<file path="config.mk">
export PLATFORM = sky130hd
export DESIGN_NAME = prefetch_queue
export DESIGN_NICKNAME = d
export VERILOG_FILES = /design/src/rtl/prefetch_queue.sv
export SDC_FILE = /design/constraint.sdc
export NUM_CORES = 1
export LEC_CHECK = 0
export BUFFER_PORTS_ARGS = -buffer_cell sky130_fd_sc_hd__buf_2
export CAP_MARGIN = 30
export CORE_MARGIN = 5
export CORE_UTILIZATION = 30
export DETAILED_ROUTE_END_ITERATION = 10
export SYNTH_ARGS = -nofsm -noshare
export SYNTH_HDL_FRONTEND = slang
export SYNTH_SLANG_ARGS = --single-unit
</file>
<file path="constraint.sdc">
create_clock -name clk -period 2.9 [get_ports clk]
set_input_delay 0.435 -clock clk [delete_from_list [all_inputs] [get_ports clk]]
set_output_delay 0.435 -clock clk [all_outputs]
set_load 0.005 [all_outputs]
</file>
<file path="src/rtl/prefetch_queue.sv">
module prefetch_queue #(
  parameter int DEPTH = 6,
  parameter int AW    = 16
) (
  input  logic          clk,
  input  logic          rst_n,
  input  logic          flush,
  input  logic [AW-1:0] flush_addr,
  input  logic          pop,
  output logic          byte_valid,
  output logic [7:0]    byte_out,
  output logic          mem_req,
  output logic [AW-1:0] mem_addr,
  output logic          mem_two,
  input  logic          mem_ready,
  input  logic          mem_rvalid,
  input  logic [15:0]   mem_rdata
);
  localparam int PW = $clog2(DEPTH);
  localparam int CW = $clog2(DEPTH + 1);

  logic [7:0]    q [DEPTH];
  logic [PW-1:0] rd_ptr, wr_ptr;
  logic [CW-1:0] count;
  logic [AW-1:0] fetch_addr;
  logic          busy, stale, pend_two;

  function automatic logic [PW-1:0] nxt(input logic [PW-1:0] p);
    return (p == PW'(DEPTH - 1)) ? '0 : p + 1'b1;
  endfunction

  logic push, do_pop, accept;
  assign push   = mem_rvalid && busy && !stale && !flush;
  assign do_pop = pop && byte_valid && !flush;

  assign byte_valid = count != '0;
  assign byte_out   = q[rd_ptr];
  assign mem_req    = !busy && !flush && ((CW'(DEPTH) - count) >= CW'(2));
  assign mem_addr   = fetch_addr;
  assign mem_two    = !fetch_addr[0];
  assign accept     = mem_req && mem_ready;

  always_ff @(posedge clk) begin
    if (push) begin
      q[wr_ptr] <= mem_rdata[7:0];
      if (pend_two) q[nxt(wr_ptr)] <= mem_rdata[15:8];
    end
  end

  always_ff @(posedge clk) begin
    if (!rst_n) begin
      rd_ptr     <= '0;
      wr_ptr     <= '0;
      count      <= '0;
      fetch_addr <= '0;
      busy       <= 1'b0;
      stale      <= 1'b0;
      pend_two   <= 1'b0;
    end else if (flush) begin
      rd_ptr     <= '0;
      wr_ptr     <= '0;
      count      <= '0;
      fetch_addr <= flush_addr;
      busy       <= busy && !mem_rvalid;
      stale      <= busy && !mem_rvalid;
    end else begin
      if (accept) begin
        busy       <= 1'b1;
        pend_two   <= mem_two;
        fetch_addr <= fetch_addr + (mem_two ? AW'(2) : AW'(1));
      end else if (busy && mem_rvalid) begin
        busy  <= 1'b0;
        stale <= 1'b0;
      end
      if (push) wr_ptr <= pend_two ? nxt(nxt(wr_ptr)) : nxt(wr_ptr);
      if (do_pop) rd_ptr <= nxt(rd_ptr);
      count <= count + (push ? (pend_two ? CW'(2) : CW'(1)) : CW'(0))
                     - (do_pop ? CW'(1) : CW'(0));
    end
  end


  cap_bound_chk: assert property (@(posedge clk) disable iff (!rst_n)
    count <= CW'(DEPTH));


  req_hold_chk: assert property (@(posedge clk) disable iff (!rst_n)
    (mem_req && !mem_ready) |=> (flush || (mem_req && $stable(mem_addr))));


  addr_step_chk: assert property (@(posedge clk) disable iff (!rst_n)
    accept |=> (mem_addr == $past(mem_addr) + ($past(mem_two) ? AW'(2) : AW'(1))));


  align_chk: assert property (@(posedge clk) disable iff (!rst_n)
    (accept && !mem_two) |=> !mem_addr[0]);


  one_out_chk: assert property (@(posedge clk) disable iff (!rst_n)
    accept |=> !mem_req);


  head_hold_chk: assert property (@(posedge clk) disable iff (!rst_n)
    (byte_valid && !pop && !flush) |=> (byte_valid && $stable(byte_out)));


  flush_empty_chk: assert property (@(posedge clk) disable iff (!rst_n)
    flush |=> !byte_valid);


  empty_pop_chk: assert property (@(posedge clk) disable iff (!rst_n)
    (!byte_valid && !mem_rvalid && !flush) |=> !byte_valid);
endmodule

</file>
==> flow_summary.toml, run 1 <==
[critical_path]
r2r_slack_ns = 0.66
crit_arrival_ns = 2.04
worst-path-max-fanout = 10
endpoint_kind = "output port"
critPathKind = "reg2out"
critPathLaunchType = "register"
cp.required_ns = 2.47

[grt]
grt_max_degree = 18
grt_pass1_wl_mm = 15.7
grt_overflow = 0
antenna_found_initial = 0
grt_pass1_vias = 2945
grt_usage_pct = 12.3

[cells_and_area]
design_area_um2 = 4920
antenna_cells = 0
area_growth_pct = 19.4
final_net_count = 468
drive_above_1_share_pct = 37.5

[synth]
synth.cell_area_um2 = 4120
synth_top_family_by_area = "multiplexers"
synth-simple-area-share_pct = 13.2
synth_most_common_cell = "mux2_2"
synth_flop_cell = "edfxtp_1"
synthDistinctLibCells = 54
synth-compound-area-share_pct = 9.77
synth_top_cell_by_area = "edfxtp_1"
avgSynthCellArea_um2 = 11.6
synth.area.top_cells = "edfxtp_1 35%, dfxtp_1 15%, mux2_2 13%"
postSynthCellCount = 354
yosys_warnings = 0
syn_nets = 399
synth_top_cell_area_share_pct = 35.0
synthArstFlopShare_pct = 0
synth-edff-count = 48
synthMuxAreaShare_pct = 20.0
synth_seq_cells = 79
ys_seq_area_share_pct = 50.0
synth_xor_area_share_pct = 1.70
yosys-top-cells-count = "49 x mux2_2, 48 x edfxtp_1, 39 x a21oi_1"
synthAdderAreaFrac_pct = 2.31

[clock_tree]
clk_path_buf_depth = 2
ctsHtreeMaxLevel = 3
clkLatencyLatePin_ns = 0.34
post_cts_buffers = 0
clk_pin_slew_ns = 0.06
cts_root_buf = "clkbuf_16"
cts_buffers = 9
cts_tree = "done"
cts_sinks = 79
cts_hold_buf = 0
cts-resized-gates = 0

[floorplanning]
core-area_um2 = 13300
floorplan.initialDensity_pct = 30.9
std_cell_rows = 42
num_io_pins = 65
die_w_um = 127
die_area_um2 = 16200
chipHeight_um = 127

[sta]
relSlewSlack_pct = 51.5
fin_crit_sh_pct = 85.4
setup_tns_ns = 0
skew_ns = 0.00746
fin_crit_ns = 2.48
fin_ws_ns = 0.424
rsz0062_at_grt = "false"
setup_viol = 0
fmax_ghz = 0.404
whs_ns = 0.345
finalMaxSlewViolations = 0
worst_slew_pin_slew_ns = 0.727
hold_viol_final = 0

[drt]
wl_per_cell_um = 16.3
wirelength_mm = 9.82
dr.pass1.iters = 4
first_iter_violations = 185
drc_errors = 0
ant_nets = 0
routed_via_density = 5.00
vias = 3013

[power_and_ir_drop]
power.density_nw_per_um2 = 494
leakage_nw = 1.74
ir_worst_vdd_uv = 238

[placement]
postPlaceCellArea_um2 = 4660
detailedPlace.worstSlack_ns = 0.444
detailed_place_hpwl_mm = 6.94
portBuffers = 64
place.gp.congestion = 0.839

[worst_hold_path]
worstHoldPathType = "in2reg"

[status]
status = "finished, final reports clean"

[run]
cap_viol_max_count = 0
sequential cells by signal (all words and copies together) (netlist names), named ones only:
| name | flops |
|---|---|
| stale | 1 |
| q | 48 |
| wr_ptr | 3 |
| busy | 1 |
| rd_ptr | 3 |
| mem_addr | 16 |
| pend_two | 1 |
| count | 3 |
report_power, final:
group / leakage, nW / total [mW] / switching, mW / internal, mW
Combinational: 0.928 / 0.189 / 0.0985 / 0.0908
Clock: 0.123 / 1.01 / 0.443 / 0.570
Sequential: 0.685 / 1.23 / 0.0237 / 1.21
path summary, 6_finish.rpt:
path / startpoint / end / cells after the start
hold reg to reg: rd_ptr[2]$_SDFFE_PP0P_ / rd_ptr[2]$_SDFFE_PP0P_ / 2
setup / recovery: register / byte_out[5] / 4
setup reg to reg: count[0]$_SDFF_PP0_ / count[2]$_SDFF_PP0_ / 11
hold / removal: mem_rvalid / stale$_SDFFE_PN0P_ / 2
per-stage QoR:
step                instances  power, mW  util [%]
global placement          588       1.44      34.9
floorplan                 354       1.36         -
global route              603       2.53      36.9
detailed placement        588       1.44      34.9
finish                    603       2.43      36.9
CTS                       603       2.46      36.9
cell families (layout without fill, tap and decap cells):
kind of cell / after synthesis / after routing
AND/OR/NAND/NOR: 99 / 99
flip-flops: 79 / 79
AO/OA/AOI/OAI: 68 / 68
multiplexers: 66 / 66
XOR/XNOR: 8 / 8
adder cells (fa/ha/maj): 7 / 7
buffers and inverters: 27 / 100
placed cells by master (no fill, tap or decap), types with 9 or more instances in the layout:
master / count
a21oi_1: 39
buf_2: 64
buf_4: 12
clkbuf_16: 9
dfxtp_1: 31
edfxtp_1: 48
mux2_2: 49
nand2_1: 18
nand3_1: 9
nor2_1: 31
critical path: stages (launching register included):
cell     delay (ns)
dfxtp_1        0.76
mux4_2         0.59
nor2_1         0.14
a21oi_1        0.06
buf_2          0.16
per-layer routing:
layer / track usage (%) / vias up / part of all wire [%]
met4: 2.84 / 0 / 0.92
met5: 0 / - / 0
met2: 19.8 / 106 / 46
li1: - / 1465 / -
met1: 16.2 / 1432 / 45
met3: 3.92 / 10 / 8.4
final cells by class:
type	instances	area (µm²)
clock buffers	9	225
clock inverters	6	36.3
fillers	1373	8430
inverters	9	33.8
multi-input cells	248	1930
flip-flops and latches	79	2060
well taps	176	220
repair buffers	76	410
Power figures use the tool's default switching activity.
==> run 2: changes to the inputs <==
Settings changed: CORE_ASPECT_RATIO set to 0.6.
Clock period 2.9 ns to 2.2 ns, I/O delays scaled along.
==> run 2 against run 1 <==
  * Non-clock buffer count grew 9
  * Sequential share of layout area shrank 1.4 points
  * Clock skew shrank 0.0018 ns
  * Combinational power grew 38%
  * Critical path type unchanged
  * Critical endpoint is now byte_out[3]
==> flow_summary.toml, run 2 (synthesis results as in run 1) <==
[status]
status = "finished, final reports clean"

[sta]
fin_crit_sh_pct = 94.6
rsz0062_at_grt = "false"
worst_slew_pin_slew_ns = 0.598
fin_ws_ns = 0.119
finalMaxSlewViolations = 0
setup_viol = 0
fin_crit_ns = 2.08
hold_viol_final = 0
relSlewSlack_pct = 60.1
skew_ns = 0.00565
setup_tns_ns = 0
fmax_ghz = 0.481

[critical_path]
crit_chain = "buf_12 > mux4_2 > nor2_1 > a21oi_1 > buf_2"
worst-path-max-fanout = 16
critPathLaunchType = "register"
r2r_cells = 11
worst_path_max_delay_cell = "mux4_2"
critPathMaxStageDelay_ns = 0.50
endpoint_kind = "output port"
cp.required_ns = 1.87
critPathKind = "reg2out"
r2r-start = "count[1]$_SDFF_PP0_"
crit_arrival_ns = 1.75

[clock_tree]
cts_tree = "done"
clkLatencyLatePin_ns = 0.34
post_cts_buffers = 0
ctsHtreeMaxLevel = 3
clk_path_buf_depth = 2
cts_root_buf = "clkbuf_16"
clk_pin_slew_ns = 0.06
cts_buffers = 9
cts_sinks = 79
cts_hold_buf = 0

[run]
cap_viol_max_count = 0

[floorplanning]
core-area_um2 = 13500
floorplan.initialDensity_pct = 30.5
die_w_um = 161
chipHeight_um = 101
num_io_pins = 65
die_area_um2 = 16300
std_cell_rows = 33

[power_and_ir_drop]
design_power_total_mw = 3.60
ir_worst_vdd_uv = 392
power.density_nw_per_um2 = 706
leakage_nw = 1.82

[grt]
grt_overflow = 0
antenna_found_initial = 3
grt_pass1_vias = 3162
grt_max_degree = 22
grt_pass1_wl_mm = 16.7
grt_usage_pct = 13.2

[worst_hold_path]
min_from = "mem_rvalid"
worstHoldPathType = "in2reg"
hold_path_depth = 2

[drt]
drc_errors = 0
vias = 3120
wirelength_mm = 10.5
wl_per_cell_um = 17.2
first_iter_violations = 191
ant_nets = 0
dr.pass1.iters = 4
routed_via_density = 5.09

[cells_and_area]
register_area_um2 = 2060
final_common_cell = "buf_2"
largest_register_ffs = 48
regMostFlops = "q"
drive_above_1_share_pct = 39.8
final_cell_mix = "64 x buf_2, 49 x mux2_2, 48 x edfxtp_1"
multi_input_area_um2 = 1940
area_growth_pct = 23.5
fillers = 1332
final_net_count = 477

[placement]
detailedPlace.worstSlack_ns = 0.0280
detailed_place_hpwl_mm = 7.33
portBuffers = 64
place.gp.congestion = 0.734
-- run 2: changes by cell type in the layout (fill, tap and decap cells not counted), sizes merged --
cell,previous run,this run
clkinv,5,3
buf,76,85
bufinv,0,3
diode,0,1
-- run 2: final timing paths --
path / endpoint / slack, ns
worst max register to register: count[2]$_SDFF_PP0_ / 0.17
worst min-delay path: stale$_SDFFE_PN0P_ / 0.22
worst min register to register: register / 0.50
worst max-delay path: byte_out[3] / 0.12
-- run 2: per-layer routing --
layer	vias to the layer above	routed length (µm)	GRT usage [%]
met4	4	116	4.33
met3	14	598	3.76
li1	1491	-	-
met2	86	4710	20.5
met1	1525	5100	17.9
met5	-	19	0
-- run 2: stage by stage --
stage,cells,hold slack (ns),area [µm²],util (%)
after floorplan,354,0.428,4120,-
after detailed placement,596,0.483,4740,35.0
final,613,0.222,5090,37.6
after global routing,613,0.229,5090,37.6
after global placement,596,0.470,4740,35.0
after CTS,612,0.210,5080,37.5
-- run 2: final cells by class --
cell class / instances / share of cell area, %
Antenna cell: 1 / 0.0491
Clock buffer: 9 / 4.42
Clock inverter: 7 / 2.36
Inverter: 9 / 0.663
Multi-Input combinational cell: 248 / 38.1
Sequential cell: 79 / 40.5
Tap cell: 175 / 4.30
Timing Repair Buffer: 85 / 9.63
-- run 2: power breakdown --
part           switching, mW  internal (mW)  total, mW  leakage, nW
Combinational          0.137          0.124      0.260        0.974
Sequential            0.0265           1.59       1.62        0.686
Clock                  0.607           1.11       1.72        0.162
Total                  0.770           2.83       3.60         1.82
-- run 2: critical path, delay by kind of cell, from the launching register on --
kind,cells,cell delay (ns)
AND/OR/NAND/NOR,1,0.12
multiplexers,1,0.50
buffers and inverters,2,0.36
flip-flops,1,0.35
AO/OA/AOI/OAI,1,0.07
-- run 2: what timing repair did --
| action | in CTS | in global routing |
|---|---|---|
| endpoints found under the hold margin | 0 | 0 |
| endpoints found under the setup margin | 0 | 1 |
| gates resized for setup | 0 | 2 |
==> run 3: changes to the inputs <==
Settings changed: CORE_UTILIZATION 30 to 51, PLACE_DENSITY set to 0.76.
==> run 3 against run 2 <==
  * Maximum frequency down 2.4%
  * Final cell count decreased by 12%
  * Combinational power about the same
  * Count of clock-buffer cells in the layout is the same
  * Clock power shrank 17%
  * Setup slack got worse by 0.051 ns
  * Critical path depth grew 6
  * Wire length shrank 9.7%
  * Largest power group is now sequential cells
==> flow_summary.toml, run 3 (synthesis results as in run 1) <==
[status]
status = "finished, final reports clean"

[critical_path]
r2r_cells = 11
r2r_end = "count[2]$_SDFF_PP0_"
critPathKind = "reg2reg"
crit_chain = "inv_1 > ha_2 > nand2b_1 > nand3_2 > xnor2_2 > ha_1 > inv_1 > fa_1 > xnor2_1 > xnor2_1 > nor2_1"
critPathLaunchType = "register"
r2r_slack_ns = 0.07
worst-path-max-fanout = 4
cp.required_ns = 2.41
crit_arrival_ns = 2.34
r2r-start = "count[1]$_SDFF_PP0_"
worst_path_max_delay_cell = "fa_1"
endpoint_kind = "register"
critPathMaxStageDelay_ns = 0.37

[power_and_ir_drop]
comb_power_share_pct = 7.8
p_seq_share_pct = 48.9
power_switching_share_pct = 21.9
clkPwrFrac_pct = 43.2
power.density_nw_per_um2 = 669
ir_worst_vdd_uv = 314
leakage_nw = 1.80
internal-power_mw = 2.58
p_switching_mw = 0.726

[cells_and_area]
final_common_cell = "buf_2"
design_area_um2 = 4940
final_net_count = 475
stdcell_count = 542
final_cell_mix = "64 x buf_2, 49 x mux2_2, 48 x edfxtp_1"
multi_input_area_um2 = 1950
regMostFlops = "q"
fillers = 637
register_area_um2 = 2060
largest_register_ffs = 48
antenna_cells = 0
area_growth_pct = 19.9
drive_above_1_share_pct = 39.6

[drt]
dr.pass1.iters = 5
wirelength_mm = 9.52
ant_nets = 0
routed_via_density = 5.66
wl_per_cell_um = 17.6
first_iter_violations = 357
vias = 3066
drc_errors = 0

[sta]
skew_ns = 0.00861
hold_viol_final = 0
finalMaxSlewViolations = 0
relSlewSlack_pct = 58.7
fmax_ghz = 0.469
fin_crit_ns = 2.13
fin_crit_sh_pct = 96.9
setup_viol = 0
worst_slew_pin_slew_ns = 0.619

[placement]
postPlaceCellArea_um2 = 4630
detailed_place_hpwl_mm = 6.59
place.gp.congestion = 0.811
portBuffers = 64
placedCellCount = 526

[worst_hold_path]
hold_path_end = "stale$_SDFFE_PN0P_"
worstHoldPathType = "in2reg"
hold_path_depth = 2
min_from = "mem_rvalid"

[clock_tree]
clk_path_buf_depth = 2
clkLatencyLatePin_ns = 0.33
clk_pin_slew_ns = 0.06
cts_tree = "done"
cts_root_buf = "clkbuf_16"
cts_sinks = 79
cts_buffers = 9
ctsHtreeMaxLevel = 3
cts_hold_buf = 0

[floorplanning]
die_area_um2 = 10000
chipHeight_um = 79.7
num_io_pins = 65
std_cell_rows = 25
core-area_um2 = 7880
die_w_um = 126
floorplan.initialDensity_pct = 52.3

[run]
cap_viol_max_count = 0

[grt]
grt_overflow = 0
grt_usage_pct = 20.2
grt_pass1_vias = 3070
antenna_found_initial = 0
grt_pass1_wl_mm = 15.8
grt_max_degree = 22
## run 3: per-stage QoR
stage	utilization [%]	setup WS, ns	hold WS, ns	total power [mW]	setup TNS, ns
floorplan	-	0.101	0.428	1.79	0
global placement	58.8	0.109	0.472	1.89	0
detailed placement	58.8	0.0375	0.483	1.90	0
CTS	62.4	0.0214	0.217	3.33	0
global route	62.7	-0.0414	0.229	3.45	-0.0414
finish	62.7	0.0684	0.220	3.31	0
## run 3: critical path: cells and delay by family (launching register included)
| kind | cells | cell delay, ns |
|---|---|---|
| XOR/XNOR | 3 | 0.51 |
| flip-flops | 1 | 0.33 |
| buffers and inverters | 2 | 0.12 |
| adder cells (fa/ha/maj) | 3 | 0.74 |
| AND/OR/NAND/NOR | 3 | 0.31 |
## run 3: layer usage
metal / track usage (%) / vias to the layer above / part of all wire [%]
met5: 0 / - / 0
met3: 6.48 / 10 / 7.4
met2: 31.9 / 107 / 46
li1: - / 1486 / -
met1: 27.2 / 1463 / 46
met4: 5.25 / 0 / 1.0
## run 3: area by class of cell
cell class	count	area share, %
Multi-Input combinational cell	248	39.4
Clock buffer	9	4.55
Clock inverter	6	1.27
Tap cell	108	2.73
Sequential cell	79	41.7
Inverter	9	0.683
Timing Repair Buffer	83	9.62
## run 3: timing repair
action | 4_1_cts | 5_1_grt
pin swaps | 2 | 1
setup buffers | 0 | 1
resized for setup | 1 | 3
endpoints found under the setup margin | 1 | 1
## run 3: how the worst max path moves through the flow
stage	from	to	slack (ns)	cells past startpoint
final	count[1]$_SDFF_PP0_	count[2]$_SDFF_PP0_	0.07	11
after global placement	count[0]$_SDFF_PP0_	count[2]$_SDFF_PP0_	0.11	11
after global routing	count[1]$_SDFF_PP0_	count[2]$_SDFF_PP0_	-0.04	11
after CTS	count[1]$_SDFF_PP0_	count[2]$_SDFF_PP0_	0.02	11
after detailed placement	count[0]$_SDFF_PP0_	count[2]$_SDFF_PP0_	0.04	11
after floorplan	flush	q[3][0]$_DFFE_PP_	0.10	4
## run 3: power by group through the flow
stage / sequential [mW] / combinational, mW / clock (mW)
floorplan: 1.65 / 0.145 / 0
global placement: 1.65 / 0.245 / 0
detailed placement: 1.65 / 0.253 / 0
CTS: 1.62 / 0.256 / 1.45
global route: 1.62 / 0.287 / 1.55
finish: 1.62 / 0.259 / 1.43
